File: src/rtl/mia_pkg.sv
// Package: shared types for the memory-immediate add sequencer.
// Assumes byte-wide data; the state encoding is internal to the block.
package mia_pkg;

    localparam int unsigned BYTE_W = 8;

    // Sequencer states, in execution order.
    typedef enum logic [3:0] {
        S_IDLE,
        S_FOPC,   // issue opcode read
        S_WOPC,   // capture opcode
        S_DEC,    // choose address path
        S_FADR,   // issue address-byte read
        S_WADR,   // capture address byte, form effective address
        S_FIMM,   // issue constant read
        S_WIMM,   // capture constant
        S_FOPR,   // issue operand read
        S_WOPR,   // capture operand
        S_WRITE,  // write sum back
        S_FLAGS   // latch flags
    } seq_state_e;

    // Condition flags computed from the 8-bit sum.
    typedef struct packed {
        logic zero;
        logic carry;
        logic sign;
        logic ovf;
    } flags_t;

endpackage

File: src/rtl/mia_ip_ctr.sv
// Module: instruction pointer register.
// Adds one on each instruction-byte fetch and clears on reset.
// Assumes the controller asks for at most one step per cycle.
module mia_ip_ctr #(
    parameter int unsigned AW = 8
) (
    input  logic          clk,
    input  logic          rst_n,
    input  logic          step,
    output logic [AW-1:0] ip
);

    // Pointer update: clear on reset, add one on step.
    always_ff @(posedge clk) begin
        if (!rst_n)
            ip <= '0;
        else if (step)
            ip <= ip + AW'(1);
    end

    // the pointer moves by zero or one in any cycle.
    a_r2_ip_single_step: assert property (@(posedge clk) disable iff (!rst_n)
        $past(rst_n) |-> (ip == $past(ip)) || (ip == $past(ip) + AW'(1)));

endmodule

File: src/rtl/mia_alu.sv
// Module: byte adder with condition flags.
// Purely combinational; the caller holds the inputs stable.
module mia_alu
    import mia_pkg::*;
(
    input  logic [BYTE_W-1:0] opa,
    input  logic [BYTE_W-1:0] opb,
    output logic [BYTE_W-1:0] sum,
    output flags_t            flags
);

    logic [BYTE_W:0] wide;

    // Sum and flags from the two operands.
    always_comb begin
        wide        = {1'b0, opa} + {1'b0, opb};
        sum         = wide[BYTE_W-1:0];
        flags.zero  = (wide[BYTE_W-1:0] == '0);
        flags.carry = wide[BYTE_W];
        flags.sign  = wide[BYTE_W-1];
        flags.ovf   = (opa[BYTE_W-1] == opb[BYTE_W-1]) &&
                      (wide[BYTE_W-1] != opa[BYTE_W-1]);
    end

endmodule

File: src/rtl/mia_fsm.sv
// Module: step controller for the add-constant-to-memory instruction.
// Each read state is followed by a wait state (one-cycle read latency).
// Assumes mode bits are valid from the S_DEC cycle onward.
module mia_fsm
    import mia_pkg::*;
(
    input  logic       clk,
    input  logic       rst_n,
    input  logic       start,
    input  logic [1:0] mode,
    output seq_state_e state
);

    seq_state_e nxt;
    logic       need_adr;

    // Address byte needed unless the mode is base-only (10).
    assign need_adr = mode[0] | ~mode[1];

    // Next-state selection.
    always_comb begin
        nxt = state;
        unique case (state)
            S_IDLE:  if (start) nxt = S_FOPC;
            S_FOPC:  nxt = S_WOPC;
            S_WOPC:  nxt = S_DEC;
            S_DEC:   nxt = need_adr ? S_FADR : S_FIMM;
            S_FADR:  nxt = S_WADR;
            S_WADR:  nxt = S_FIMM;
            S_FIMM:  nxt = S_WIMM;
            S_WIMM:  nxt = S_FOPR;
            S_FOPR:  nxt = S_WOPR;
            S_WOPR:  nxt = S_WRITE;
            S_WRITE: nxt = S_FLAGS;
            S_FLAGS: nxt = S_IDLE;
            default: nxt = S_IDLE;
        endcase
    end

    // State register.
    always_ff @(posedge clk) begin
        if (!rst_n)
            state <= S_IDLE;
        else
            state <= nxt;
    end

    // base-only mode skips the address-byte steps.
    a_r3_skip_adr: assert property (@(posedge clk) disable iff (!rst_n)
        (state == S_DEC && mode == 2'b10) |=> state == S_FIMM);

    // other modes take the address-byte steps.
    a_r3_take_adr: assert property (@(posedge clk) disable iff (!rst_n)
        (state == S_DEC && mode != 2'b10) |=> state == S_FADR);

    // start outside idle does not restart the sequence.
    a_r8_start_ignored: assert property (@(posedge clk) disable iff (!rst_n)
        (state == S_WOPC && start) |=> state == S_DEC);

endmodule

File: src/rtl/memimm_add_seq.sv
// Module: memory-immediate add sequencer (top).
// Runs one add-constant-to-memory instruction on a synchronous byte memory.
// Assumes read data arrives the cycle after mem_rd and base_reg is stable
// while an instruction runs.
module memimm_add_seq
    import mia_pkg::*;
#(
    parameter int unsigned AW = 8
) (
    input  logic              clk,
    input  logic              rst_n,
    input  logic              start,
    input  logic [AW-1:0]     base_reg,
    input  logic [BYTE_W-1:0] mem_rdata,
    output logic [AW-1:0]     mem_addr,
    output logic              mem_rd,
    output logic              mem_wr,
    output logic [BYTE_W-1:0] mem_wdata,
    output logic [AW-1:0]     ip,
    output logic              done,
    output logic              flag_zero,
    output logic              flag_carry,
    output logic              flag_sign,
    output logic              flag_ovf
);

    seq_state_e        state;
    logic [1:0]        mode_q;
    logic [AW-1:0]     ea_q;
    logic [BYTE_W-1:0] imm_q;
    logic [BYTE_W-1:0] opr_q;
    logic [BYTE_W-1:0] sum;
    flags_t            alu_flags;
    flags_t            flags_q;
    logic              done_q;
    logic              ip_step;
    logic              fetch_at_ip;

    mia_fsm u_fsm (
        .clk   (clk),
        .rst_n (rst_n),
        .start (start),
        .mode  (mode_q),
        .state (state)
    );

    mia_ip_ctr #(.AW(AW)) u_ip (
        .clk   (clk),
        .rst_n (rst_n),
        .step  (ip_step),
        .ip    (ip)
    );

    mia_alu u_alu (
        .opa   (opr_q),
        .opb   (imm_q),
        .sum   (sum),
        .flags (alu_flags)
    );

    // Instruction-byte fetches read at ip and advance it.
    assign fetch_at_ip = (state == S_FOPC) || (state == S_FADR) ||
                         (state == S_FIMM);
    assign ip_step     = fetch_at_ip;

    // Memory port drive.
    always_comb begin
        mem_rd    = fetch_at_ip || (state == S_FOPR);
        mem_wr    = (state == S_WRITE);
        mem_wdata = sum;
        if (fetch_at_ip)
            mem_addr = ip;
        else if (state == S_FOPR || state == S_WRITE)
            mem_addr = ea_q;
        else
            mem_addr = '0;
    end

    // Datapath capture of opcode mode, address, constant and operand.
    always_ff @(posedge clk) begin
        if (!rst_n) begin
            mode_q <= '0;
            ea_q   <= '0;
            imm_q  <= '0;
            opr_q  <= '0;
        end else begin
            unique case (state)
                S_WOPC: mode_q <= mem_rdata[1:0];
                S_DEC:  if (mode_q == 2'b10) ea_q <= base_reg;
                S_WADR: ea_q <= mode_q[0] ? (base_reg + AW'(mem_rdata))
                                          : AW'(mem_rdata);
                S_WIMM: imm_q <= mem_rdata;
                S_WOPR: opr_q <= mem_rdata;
                default: ;
            endcase
        end
    end

    // Flags and done: latched at the end of the flags step.
    always_ff @(posedge clk) begin
        if (!rst_n) begin
            flags_q <= '0;
            done_q  <= 1'b0;
        end else begin
            done_q <= (state == S_FLAGS);
            if (state == S_FLAGS)
                flags_q <= alu_flags;
        end
    end

    assign done       = done_q;
    assign flag_zero  = flags_q.zero;
    assign flag_carry = flags_q.carry;
    assign flag_sign  = flags_q.sign;
    assign flag_ovf   = flags_q.ovf;

    // no read and write together.
    a_r9_rd_wr_excl: assert property (@(posedge clk) disable iff (!rst_n)
        !(mem_rd && mem_wr));

    // done lasts one cycle.
    a_r7_done_pulse: assert property (@(posedge clk) disable iff (!rst_n)
        done |=> !done);

    // write is followed by done two cycles later.
    a_r5_write_then_done: assert property (@(posedge clk) disable iff (!rst_n)
        mem_wr |=> ##1 done);

    // flags only change as done rises.
    a_r6_flags_on_done: assert property (@(posedge clk) disable iff (!rst_n)
        $past(rst_n) && !$stable({flag_zero, flag_carry, flag_sign, flag_ovf})
        |-> $rose(done));

    // start in idle leads to an opcode read at the pointer.
    a_r2_start_fetch: assert property (@(posedge clk) disable iff (!rst_n)
        (state == S_IDLE && start) |=> (mem_rd && mem_addr == ip));

endmodule

File: config.mk
export PLATFORM = sky130hd
export DESIGN_NAME = memimm_add_seq
export DESIGN_NICKNAME = d
export VERILOG_FILES = /design/src/rtl/mia_pkg.sv /design/src/rtl/mia_ip_ctr.sv /design/src/rtl/mia_alu.sv /design/src/rtl/mia_fsm.sv /design/src/rtl/memimm_add_seq.sv
export SDC_FILE = /design/constraint.sdc
export NUM_CORES = 1
export LEC_CHECK = 0
export ABC_AREA = 1
export BUFFER_PORTS_ARGS = -buffer_cell sky130_fd_sc_hd__buf_4
export CORE_ASPECT_RATIO = 0.7
export CORE_UTILIZATION = 52
export CTS_BUF_LIST = sky130_fd_sc_hd__clkbuf_16
export DETAILED_ROUTE_END_ITERATION = 16
export GPL_TIMING_DRIVEN = 1
export PLACE_DENSITY = 0.75
export SYNTH_ARGS = -nofsm -noshare
export SYNTH_HDL_FRONTEND = slang
export SYNTH_HIERARCHICAL = 1
export SYNTH_SLANG_ARGS = --single-unit
File: constraint.sdc
create_clock -name clk -period 1.9 [get_ports clk]
set_input_delay 0.38 -clock clk [delete_from_list [all_inputs] [get_ports clk]]
set_output_delay 0.38 -clock clk [all_outputs]
set_load 0.02 [all_outputs]
# After elaboration in Yosys (flattened, before gate mapping)
# Cells that the tools add are included.
[word_totals] ff_bits=43 latch_bits=0 ramBits=0 romBits=0 input_bits=19 out_inout_bits=31 elab_cells=49 memories=0
[op_classes] addsub=3 n_mul=0 n_div=0 n_lt_le_gt_ge=0 n_eq_ne=16 n_shift=0 n_mux=8 n_bitwise=2 n_reduce_logical=9
[ops] operator="4-bit case mux with 11 select lines" n=1
[ops] operator="8-bit two-way mux" n=4
[ops] operator="4-bit by 3-bit == test with 1-bit output (second input constant)" n=4
[ops] operator="4-bit == test (second input constant)" n=4
[ops] operator="8-bit case mux with 2 select lines" n=1
[ops] operator="8-bit by 8-bit adder with 9-bit output" n=1
[ops] operator="8-bit by 1-bit adder with 8-bit output (second input constant)" n=1
[ops] operator="8-bit adder" n=1
[ops] operator="4-bit by 2-bit == test with 1-bit output (second input constant)" n=2
[ops] operator="8-bit logical NOT" n=1
[ops] operator="4-bit by 1-bit == test with 1-bit output (second input constant)" n=1
[ops] operator="4-bit logical NOT" n=1
[ops] operator="1-bit logical OR" n=4
[ops] operator="4-bit two-way mux" n=1
[ops] operator="2-bit != test (second input constant)" n=2
[ops] operator="2-bit == test (second input constant)" n=1
[ops] operator="2-bit two-way mux" n=1
[ops] operator="2-bit AND reduction" n=1
[ops] operator="2-bit nonzero test" n=1
[ops] operator="1-bit == test" n=1
[ops] operator="1-bit logical AND" n=1
[ops] operator="1-bit != test" n=1
[ops] operator="1-bit inverter" n=1
[ops] operator="1-bit OR" n=1

# Logic depth before layout (Yosys ltp)
# Gate-level depths: netlist of the first run.
[depth] ltp_word=4 mapped_depth=14 mapped_depth_nobuf=14

# Hierarchy
# Netlist of the first run, hierarchy kept.
[modules_own_cells] mod="memimm_add_seq" n_inst=1 cells_each=260 area_per_inst_um2=1771.7 seq_area_each_um2=620.6
[modules_own_cells] mod="mia_alu" n_inst=1 cells_each=83 area_per_inst_um2=506.7 seq_area_each_um2=0.0
[modules_own_cells] mod="mia_ip_ctr" n_inst=1 cells_each=48 area_per_inst_um2=349.1 seq_area_each_um2=160.2
[modules_own_cells] mod="mia_fsm" n_inst=1 cells_each=29 area_per_inst_um2=196.4 seq_area_each_um2=80.1

# Worst setup path after synthesis of the first run
# OpenSTA, ideal clock, no wires.
[synth_timing] kind="register -> output" startpoint="register opr_q[0]" endpoint="output port mem_wdata[6]" arrival_ns=1.447 t_required_ns=1.520 path_slack_ns=0.073 stages_incl_launch_ff=11 n_path_buf=0 path_cell_list="dfxtp_1 > ha_1 > inv_1 > fa_1 > inv_1 > nand2_1 > nand2_2 > nand3_2 > nand3b_1 > nand2_1 > inv_1"
[synth_between] elab_chain_cells=1
[synth_lines] item="start, declared" line_no="memimm_add_seq.sv:31" source="logic [BYTE_W-1:0] opr_q;"
[synth_lines] item="start signal, assigned" line_no="memimm_add_seq.sv:93" source="S_WOPR: opr_q <= mem_rdata;"
[synth_lines] item="8-bit by 8-bit adder with 9-bit output" line_no="mia_alu.sv:16" source="wide = {1'b0, opa} + {1'b0, opb};"
[synth_lines] item="end, declared" line_no="memimm_add_seq.sv:18" source="output logic [BYTE_W-1:0] mem_wdata,"
# Every way passes these cells.

# Worst setup path after layout of the first run
[layout_timing] startpoint="register opr_q[0]" endpoint="output port mem_wdata[2]"
# The elaborated chain is that of the path after synthesis.

==> results of run 1 <==
-- worst reg2reg max path, cell delays in order (launching register included) --
cell	delay, ns
dfxtp_2	0.35
ha_4	0.14
inv_2	0.03
fa_2	0.36
buf_4	0.16
buf_4	0.13
xor2_2	0.16
buf_4	0.14
nand2_1	0.05
nor2_2	0.12
nand3_2	0.07
nor2_2	0.10
nor2_1	0.04
nor2_1	0.07
-- routing by layer --
| metal | global-route usage, % | vias up | wire length, um |
|---|---|---|---|
| met3 | 5.07 | 15 | 616 |
| met2 | 42.1 | 133 | 3450 |
| met5 | 0 | - | 0 |
| met1 | 35.4 | 1343 | 3430 |
| li1 | - | 1498 | - |
| met4 | 7.06 | 0 | 121 |
-- kinds of logic (layout without fill, tap and decap cells) --
family | count (synthesis) | in the layout | synth area share (%)
AND/OR/NAND/NOR | 185 | 186 | 31.5
AO/OA/AOI/OAI | 93 | 93 | 17.6
adder cells (fa/ha/maj) | 18 | 18 | 8.51
buffers and inverters | 78 | 151 | 10.9
flip-flops | 43 | 43 | 30.5
XOR/XNOR | 3 | 3 | 0.931
-- synthesized netlist by cell type --
library cell	number	area share (%)
nand3_1	22	3.9
o22ai_2	1	0.44
inv_4	1	0.22
fa_1	2	1.4
nor2_2	4	0.89
nor2_4	2	0.80
a21oi_4	1	0.58
o21bai_1	2	0.53
inv_2	9	1.2
dfxtp_1	43	30
xnor2_1	1	0.31
o21ai_1	28	5.0
nand2_4	2	0.80
a21o_1	1	0.27
o21ai_2	1	0.31
or2_1	3	0.66
inv_1	59	7.8
nand2_1	78	10
nand3_2	6	2.1
a21oi_1	39	6.9
or2_4	1	0.31
nand3b_1	8	2.1
ha_1	16	7.1
buf_4	1	0.27
nor2_8	1	0.71
nand4_1	2	0.44
nand2_2	11	2.4
clkbuf_1	5	0.66
buf_2	2	0.35
nor2_1	45	6.0
o21ai_0	19	3.4
buf_6	1	0.40
xor2_1	2	0.62
a31oi_1	1	0.22
-- power by group --
part / total [uW] / switching [uW] / leakage [uW] / internal, uW
combinational: 510 / 292 / 0.00142 / 218
clock: 980 / 360 / 0.0000838 / 620
sequential: 976 / 41.4 / 0.000356 / 935
total: 2470 / 694 / 0.00186 / 1770
-- per-stage QoR --
step | instances | instance area, sq um | TNS [ns] | hold slack (ns)
floorplan | 420 | 2820 | 0 | 0.431
global placement | 544 | 3320 | -0.00996 | 0.447
detailed placement | 544 | 3320 | -0.0933 | 0.462
CTS | 558 | 3690 | -0.886 | 0.358
global route | 566 | 3850 | -1.48 | 0.383
finish | 566 | 3850 | -0.941 | 0.362
-- cell type report --
| class | count | area, sq um | share of cell area (%) |
|---|---|---|---|
| multi-input combinational | 300 | 1860 | 48.2 |
| sequential | 43 | 886 | 23.0 |
| timing repair buffer | 74 | 589 | 15.3 |
| inverter | 69 | 262 | 6.79 |
| clock buffer | 5 | 125 | 3.25 |
| tap | 72 | 90.1 | 2.34 |
| clock inverter | 3 | 43.8 | 1.14 |
-- state kept, by name, indices dropped and copies added (netlist names) --
name / cells
done: 1
ea_q: 8
flag_carry: 1
flag_ovf: 1
flag_sign: 1
flag_zero: 1
imm_q: 8
mode_q: 2
opr_q: 8
u_fsm/state: 4
u_ip/ip: 8
-- repair_timing --
| action | CTS | global route |
|---|---|---|
| setup buffers | 7 | 7 |
| setup endpoints to repair | 17 | 18 |
| pin swaps | 14 | 11 |
| hold endpoints to repair | 0 | 0 |
| cloned | 0 | 1 |
| resized for setup | 33 | 36 |
-- how the worst max path moves through the flow --
stage,slack (ns),start,to,cells past startpoint
CTS,-0.29,imm_q[0],mem_wdata[6],12
global route,-0.35,opr_q[0],mem_wdata[6],12
finish,-0.30,opr_q[0],mem_wdata[2],8
floorplan,0.07,opr_q[0],mem_wdata[6],10
detailed placement,-0.09,opr_q[0],mem_wdata[6],12
global placement,-0.01,opr_q[0],mem_wdata[6],12
==> metrics.md, run 1 <==
| Metric | Value |
|---|---|
| Status | `finished, violations left` |
| Violated checks | `negative setup slack` |
| Yosys warns | `6` |
| Hold-critical path depth | `3` |
| Post-CTS Hold Fix Bufs | `0` |
| Layout cells sized above 1 | `35.4%` |
| Critical path type | `reg -> out` |
| Hold path endpoint | `opr_q[2]` |
| CP delay by family, top | `buffers and inverters` |
| Post-synthesis net count | `457` |
| Clock slew at reported path FFs | `0.06 ns` |
| Overflow after GRT | `0` |
| Most frequent cells in the layout | `nand2_1 (68), buf_4 (65), inv_1 (53), nor2_1 (42), a21oi_1 (39)` |
| Drt wl/cell | `about 13 um` |
| GRT Util Overall | `about a quarter` |
| DR iter-0 viols | `211` |
| Worst-case clock skew | `0.00565 ns` |
| Initial antenna violation count | `0` |
| Worst Hold Class | `in -> reg` |
| Core area | `0.00523 sq mm` |
| Data required time of the worst path | `1.52 ns` |
| Slew Viols, Final | `0` |
| FILL cells | `approximately 400` |
| TritonCTS clock tree | `yes` |
| Leakage | `0.00186 uW` |
| Fin crit period | `~2.2 ns` |
| Router iterations before antenna repair | `5` |
| ANT cells | `0` |
| R2r endpoint | `flag_zero` |
| Critical Path AT | `1.82 ns` |
| Worst setup margin | `-0.303 ns` |
| WP buf/inv | `5` |
| FP Rows | `22` |
| Mapped Cells | `420` |
| Placer Congestion | `0.889` |
| Endpoints failing hold | `0` |
| Fmax | `0.454 GHz` |
| Worst path most repeated cell | `buf_4` |
| Setup WS pre-CTS | `-0.0933 ns` |
| Total power | `roughly 2500 uW` |
| Post-route ant nets | `0` |
| DRC errors left | `0` |
| CTS Buf Count | `5` |
| #FFs+latches synth | `between 40 and 50` |
| Via count | `2989` |
| Maximum VDD drop | `0.000437 V` |
| Boundary Pins | `50` |
| Worst Setup End Kind | `output port` |
| Worst skew pair latency | `0.29 ns` |
| P&R area growth vs syn | `36.4%` |
| Htree depth | `2` |
| First-pass GRT wire length | `approximately 12 mm` |
| DP HPWL | `approximately 5.0 mm` |
| Crit-path cells | `ha_4, inv_2, fa_2, buf_4, buf_4, xor2_2, inv_1, buf_6` |
| Max clock buf depth | `2` |
| Max incr delay on CP | `0.36 ns` |
| Period utilization | `116%` |
| IO Port Bufs | `between 40 and 50` |
| Mapped Avg Cell Area | `between 6 and 7 sq um` |
| RSZ-0062 raised after global routing | `yes` |
| R2r setup slk | `-0.09 ns` |
| CP max-delay cell | `fa_2` |
| Die Area | `between 0.005 and 0.006 sq mm` |
| Startpoint Class | `register` |
| Max_slew headroom | `about three quarters` |
| PD cells | `640 mW/mm^2` |
| Final Core Density | `73.6%` |
| Vias per cell | `approximately 5.3` |
| Buffer type at the clock tree root | `clkbuf_16` |
| Worst slew pin tran | `0.377 ns` |
| Max-cap violations | `0` |
| Worst Reg-to-Reg Cells | `13` |
| Clock sinks | `43` |
| Final setup vio count | `5` |
| Number of global-route vias before repair | `2666` |
| Commonest non-fill, non-tap cell in the layout | `nand2_1` |
| Cell area after synthesis | `0.00282 sq mm` |
| Drt total wl | `about 7.6 mm` |
| Die Width | `90.1 um` |
| Initial Util | `54.0%` |
| Critical R2R Launch | `opr_q[0]` |
| Largest net degree at the start of global routing | `41` |
| Maximum fanout along the worst path | `2` |
| Final nets | `530` |
| Die Y | `63.7 um` |
| Distinct cell type count of the synthesized netlist | `34` |
| Hold path startpoint | `mem_rdata[2]` |
| Seq/Total Area, Yosys | `a little under a third` |
No activity file was read; power rests on OpenSTA's default activity.
==> inputs of run 2 (changes only) <==
--- a/config.mk
+++ b/config.mk
@@ -7,12 +7,14 @@
 export LEC_CHECK = 0
 export ABC_AREA = 1
 export BUFFER_PORTS_ARGS = -buffer_cell sky130_fd_sc_hd__buf_4
+export CELL_PAD_IN_SITES_DETAIL_PLACEMENT = 2
+export CELL_PAD_IN_SITES_GLOBAL_PLACEMENT = 2
 export CORE_ASPECT_RATIO = 0.7
-export CORE_UTILIZATION = 52
+export CORE_UTILIZATION = 30
 export CTS_BUF_LIST = sky130_fd_sc_hd__clkbuf_16
 export DETAILED_ROUTE_END_ITERATION = 16
 export GPL_TIMING_DRIVEN = 1
-export PLACE_DENSITY = 0.75
+export PLACE_DENSITY_LB_ADDON = 0.1
 export SYNTH_ARGS = -nofsm -noshare
 export SYNTH_HDL_FRONTEND = slang
 export SYNTH_HIERARCHICAL = 1
==> metrics.md, run 2 (synthesis gave the netlist of run 1 again) <==
| Metric | Value |
|---|---|
| Clock slew at reported path FFs | `0.07 ns` |
| Worst Hold Class | `in -> reg` |
| Area of the multi-input gates | `0.00195 sq mm` |
| Period utilization | `113%` |
| ANT cells | `0` |
| Endpoints failing hold | `0` |
| Initial Util | `a little under a third` |
| Final nets | `539` |
| IO Port Bufs | `49` |
| Final setup vio count | `14` |
| Fmax | `0.466 GHz` |
| Fin cells | `627` |
| P&R area growth vs syn | `46.4%` |
| Commonest non-fill, non-tap cell in the layout | `buf_4` |
| DR iter-0 viols | `121` |
| Fin crit period | `2.15 ns` |
| Worst setup margin | `-0.246 ns` |
| Data required time of the worst path | `1.52 ns` |
| PD cells | `between 600 and 700 mW/mm^2` |
| Drt total wl | `11.0 mm` |
| Worst slew pin tran | `0.426 ns` |
| Most frequent cells in the layout | `buf_4 (63), nand2_1 (61), inv_1 (53), nor2_1 (42), a21oi_1 (38)` |
| DRC errors left | `0` |
| Die Y | `83.2 um` |
| Hold WS | `approximately 0.36 ns` |
| Layout cells sized above 1 | `approximately two fifths` |
| Largest net degree at the start of global routing | `41` |
| Clock sinks | `43` |
| Slew Viols, Final | `0` |
| DP HPWL | `7.19 mm` |
| Worst path most repeated cell | `nand2_2` |
| Maximum fanout along the worst path | `3` |
| Post-route ant nets | `0` |
| Status | `finished, violations left` |
| Max_slew headroom | `71.6%` |
| Router iterations before antenna repair | `4` |
| Die Area | `0.00981 sq mm` |
| Post-Place Cells | `603` |
| Final Cell Area | `0.00414 sq mm` |
| Setup_tns | `-1.31 ns` |
| Htree depth | `2` |
| Violated checks | `negative setup slack` |
| Worst-case clock skew | `0.00726 ns` |
| Post-DP Area | `0.00345 sq mm` |
| CP max-delay cell | `dfxtp_2` |
| Crit-path cells | `ha_4, inv_2, fa_2, inv_2, nand2_2, nand2_2, nand3_2, nand2_2, nand2_2, nand2_2, inv_2, buf_6` |
| Register area | `878 sq um` |
| CTS Buf Count | `5` |
| Die Width | `around 120 um` |
| Number of global-route vias before repair | `about 3.4k` |
| First-pass GRT wire length | `17.3 mm` |
| Core area | `0.00911 sq mm` |
| Worst skew pair latency | `0.29 ns` |
| TritonCTS clock tree | `yes` |
| Critical Path AT | `~1.8 ns` |
| Overflow after GRT | `0` |
| Initial antenna violation count | `0` |
| WP buf/inv | `4` |
| CP delay by family, top | `adder cells` |
| Maximum VDD drop | `0.000425 V` |
| Setup WS pre-CTS | `-0.109 ns` |
| Post-CTS Hold Fix Bufs | `0` |
| Via count | `a little over 3k` |
| FP Rows | `29` |
| R2r setup slk | `0.02 ns` |
| Max incr delay on CP | `approximately 0.35 ns` |
| Max-cap violations | `0` |
| Buffer type at the clock tree root | `clkbuf_16` |
| Drt wl/cell | `17.5 um` |
| FILL cells | `1061` |
| Placer Congestion | `0.805` |
| RSZ-0062 raised after global routing | `yes` |
| Critical path type | `reg -> out` |
| Startpoint Class | `register` |
| Boundary Pins | `50` |
| Worst Setup End Kind | `output port` |
| GRT Util Overall | `between 20 and 25%` |
| Leakage | `0.00204 uW` |
| Vias per cell | `4.91` |
| Max clock buf depth | `2` |
run 2: repair_timing:
item	in CTS	in global routing
endpoints found under the hold margin	0	0
cloned	1	0
pin swaps	10	15
gates resized for setup	62	42
setup endpoints to repair	18	23
setup buffers	12	6
run 2: worst min-delay path: stages:
cell and delay [ns]:
buf_4 0.11, nor2_1 0.05, nor2_1 0.08
run 2: where the power goes:
| group | leakage (uW) | internal [uW] | switching, uW |
|---|---|---|---|
| registers | 0.000355 | 936 | 45.0 |
| clock network | 0.0000838 | 621 | 399 |
| logic | 0.00160 | 269 | 381 |
run 2: per-layer routing:
layer	global-route usage [%]	part of all wire, %	up-vias
li1	-	-	1505
met5	0	0	-
met1	30.2	48	1523
met2	37.5	49	40
met4	4.20	0.71	0
met3	3.91	2.9	9
run 2: through the flow:
| stage | total power (uW) | util (%) |
|---|---|---|
| 2_1_floorplan | 1280 | - |
| 3_3_place_gp | 1470 | 37.9 |
| 3_5_place_dp | 1490 | 37.9 |
| 4_1_cts | 2640 | 43.8 |
| 5_1_grt | 2770 | 45.4 |
| 6_report | 2650 | 45.4 |
run 2: layout make-up:
cell class	count	area share, %
inverter	69	6.32
multi-input combinational	299	47.1
tap	124	3.75
timing repair buffer	84	17.5
clock inverter	3	1.06
clock buffer	5	3.03
sequential	43	21.2
run 2: path summary, 6_finish.rpt:
path | start | to | cells after the start
hold / removal | mem_rdata[2] | imm_q[2] | 3
setup / recovery | opr_q[0] | mem_wdata[6] | 12
setup reg to reg | opr_q[0] | flag_zero | 15
hold reg to reg | ea_q[1] | ea_q[1] | 2
==> inputs of run 3 (changes only) <==
==> constraint.sdc (replaced) <==
create_clock -name clk -period 2 [get_ports clk]
set_input_delay 0.4 -clock clk [delete_from_list [all_inputs] [get_ports clk]]
set_output_delay 0.4 -clock clk [all_outputs]
set_load 0.02 [all_outputs]
==> metrics.md, run 3 (synthesis gave the netlist of run 1 again) <==
| Metric | Value |
|---|---|
| Status | `finished, violations left` |
| Violated checks | `negative setup slack` |
| Placer Congestion | `about 0.8` |
| DRC errors left | `0` |
| Number of global-route vias before repair | `between 3k and 4k` |
| Vias per cell | `4.77` |
| Worst Hold Class | `in -> reg` |
| CTS Buf Count | `5` |
| Clock sinks | `43` |
| Max_slew headroom | `72.2%` |
| Hold WS | `0.376 ns` |
| RSZ-0062 raised after global routing | `yes` |
| Worst Reg-to-Reg Cells | `9` |
| Wl on met1 | `5.04 mm` |
| Post-DP Area | `0.00338 sq mm` |
| Total power | `2350 uW` |
| Critical R2R Launch | `imm_q[5]` |
| Overflow after GRT | `0` |
| Final setup vio count | `4` |
| Setup WS pre-CTS | `-0.0413 ns` |
| Drt total wl | `between 10 and 15 mm` |
| Leakage | `0.00194 uW` |
| Layout cells sized above 1 | `between 30% and 40%` |
| R2r setup slk | `0.07 ns` |
| Core area | `0.00911 sq mm` |
| Slew Viols, Final | `0` |
| P&R area growth vs syn | `39.8%` |
| Max-cap violations | `0` |
| Boundary Pins | `50` |
| DR top layer | `met4` |
| Die Area | `0.00981 sq mm` |
| Commonest non-fill, non-tap cell in the layout | `buf_4` |
| Via count | `2962` |
| Fin crit period | `2.21 ns` |
| Hold-critical path depth | `3` |
| Worst setup path start | `opr_q[0]` |
| Maximum fanout along the worst path | `2` |
| Die Width | `118 um` |
| PD cells | `594 mW/mm^2` |
| DP HPWL | `7.20 mm` |
| Max incr delay on CP | `0.35 ns` |
| First-pass GRT wire length | `15.6 mm` |
| Initial Util | `31.0%` |
| R2r endpoint | `flag_carry` |
| DR iter-0 viols | `about 90` |
| Post-route ant nets | `0` |
| Router iterations before antenna repair | `4` |
| Maximum VDD drop | `0.000289 V` |
| CP max-delay cell | `dfxtp_2` |
| Met3 wire len | `271 um` |
| Most frequent cells in the layout | `buf_4 (65), nand2_1 (61), inv_1 (54), nor2_1 (42), a21oi_1 (38)` |
| Fmax | `roughly 0.45 GHz` |
| Htree depth | `2` |
| Drt wl/cell | `16.1 um` |
| WL met2 | `4.62 mm` |
| Buffer type at the clock tree root | `clkbuf_16` |
| ANT cells | `0` |
| Final nets | `533` |
| CP endpoint | `mem_wdata[4]` |
| Worst Setup End Kind | `output port` |
| Startpoint Class | `register` |
| Die Y | `approximately 83 um` |
| Worst skew pair latency | `0.29 ns` |
| Data required time of the worst path | `1.60 ns` |
| Worst-case clock skew | `0.00646 ns` |
| Initial antenna violation count | `0` |
| WP buf/inv | `5` |
| Worst setup margin | `-0.206 ns` |
| FP Rows | `29` |
| Post-CTS Hold Fix Bufs | `0` |
| Worst slew pin tran | `0.418 ns` |
| Critical Path AT | `1.81 ns` |
| Largest net degree at the start of global routing | `just over 40` |
| Final Core Density | `43.3%` |
| CP delay by family, top | `adder cells` |
| Endpoints failing hold | `0` |
| Cell count along the critical path | `11` |
| Max clock buf depth | `2` |
| GRT Util Overall | `20.3%` |
| Clock slew at reported path FFs | `roughly 0.07 ns` |
| Period utilization | `110%` |
| Final Cell Area | `0.00395 sq mm` |
| Crit-path cells | `ha_4, inv_2, fa_2, inv_2, nand2_2, nand2_2, buf_4, a21o_1, nand2_2, inv_2, buf_6` |
| IO Port Bufs | `slightly below 50` |
| TritonCTS clock tree | `yes` |
| Critical path type | `reg -> out` |
## run 3: worst register-to-register path: cells and delay by family (launching register included)
family / cells / cell delay (ns)
buffers and inverters: 2 / 0.31
DFF: 1 / 0.32
adders and majority gates: 1 / 0.33
and+or+nand+nor: 3 / 0.28
AOI/OAI and AO/OA: 3 / 0.60
## run 3: final cells by class
cell class,instances,area (sq um)
clock buffer,5,125
multi-input combinational,299,1860
inverter,69,262
tap,124,155
timing repair buffer,78,643
sequential,43,877
clock inverter,3,23.8
fill,1083,5160
## run 3: where the power goes
part           internal (uW)  switching, uW
Clock                    468            383
Sequential               889           45.1
Combinational            233            328
## run 3: metal layers
metal | up-vias | track usage [%]
met5 | - | 0
met4 | 0 | 4.55
met3 | 7 | 4.05
met2 | 34 | 32.5
met1 | 1421 | 28.1
li1 | 1500 | -
## run 3: per-stage QoR
stage | instances | TNS (ns)
final | 621 | -0.646
after CTS | 610 | -0.855
after floorplan | 420 | 0
after detailed placement | 595 | -0.0413
after global routing | 621 | -1.39
after global placement | 595 | 0
## run 3: how the worst min path moves through the flow
| stage | start | endpoint |
|---|---|---|
| finish | mem_rdata[2] | opr_q[2] |
| floorplan | ea_q[1] | ea_q[1] |
| detailed placement | ea_q[1] | ea_q[1] |
| global route | mem_rdata[2] | opr_q[2] |
| global placement | ea_q[1] | ea_q[1] |
| CTS | mem_rdata[2] | opr_q[2] |
## run 3: timing repair
action	CTS	global route
cloned	1	0
setup buffers	6	11
resized for setup	32	47
setup endpoints to repair	15	18
pin swaps	8	14
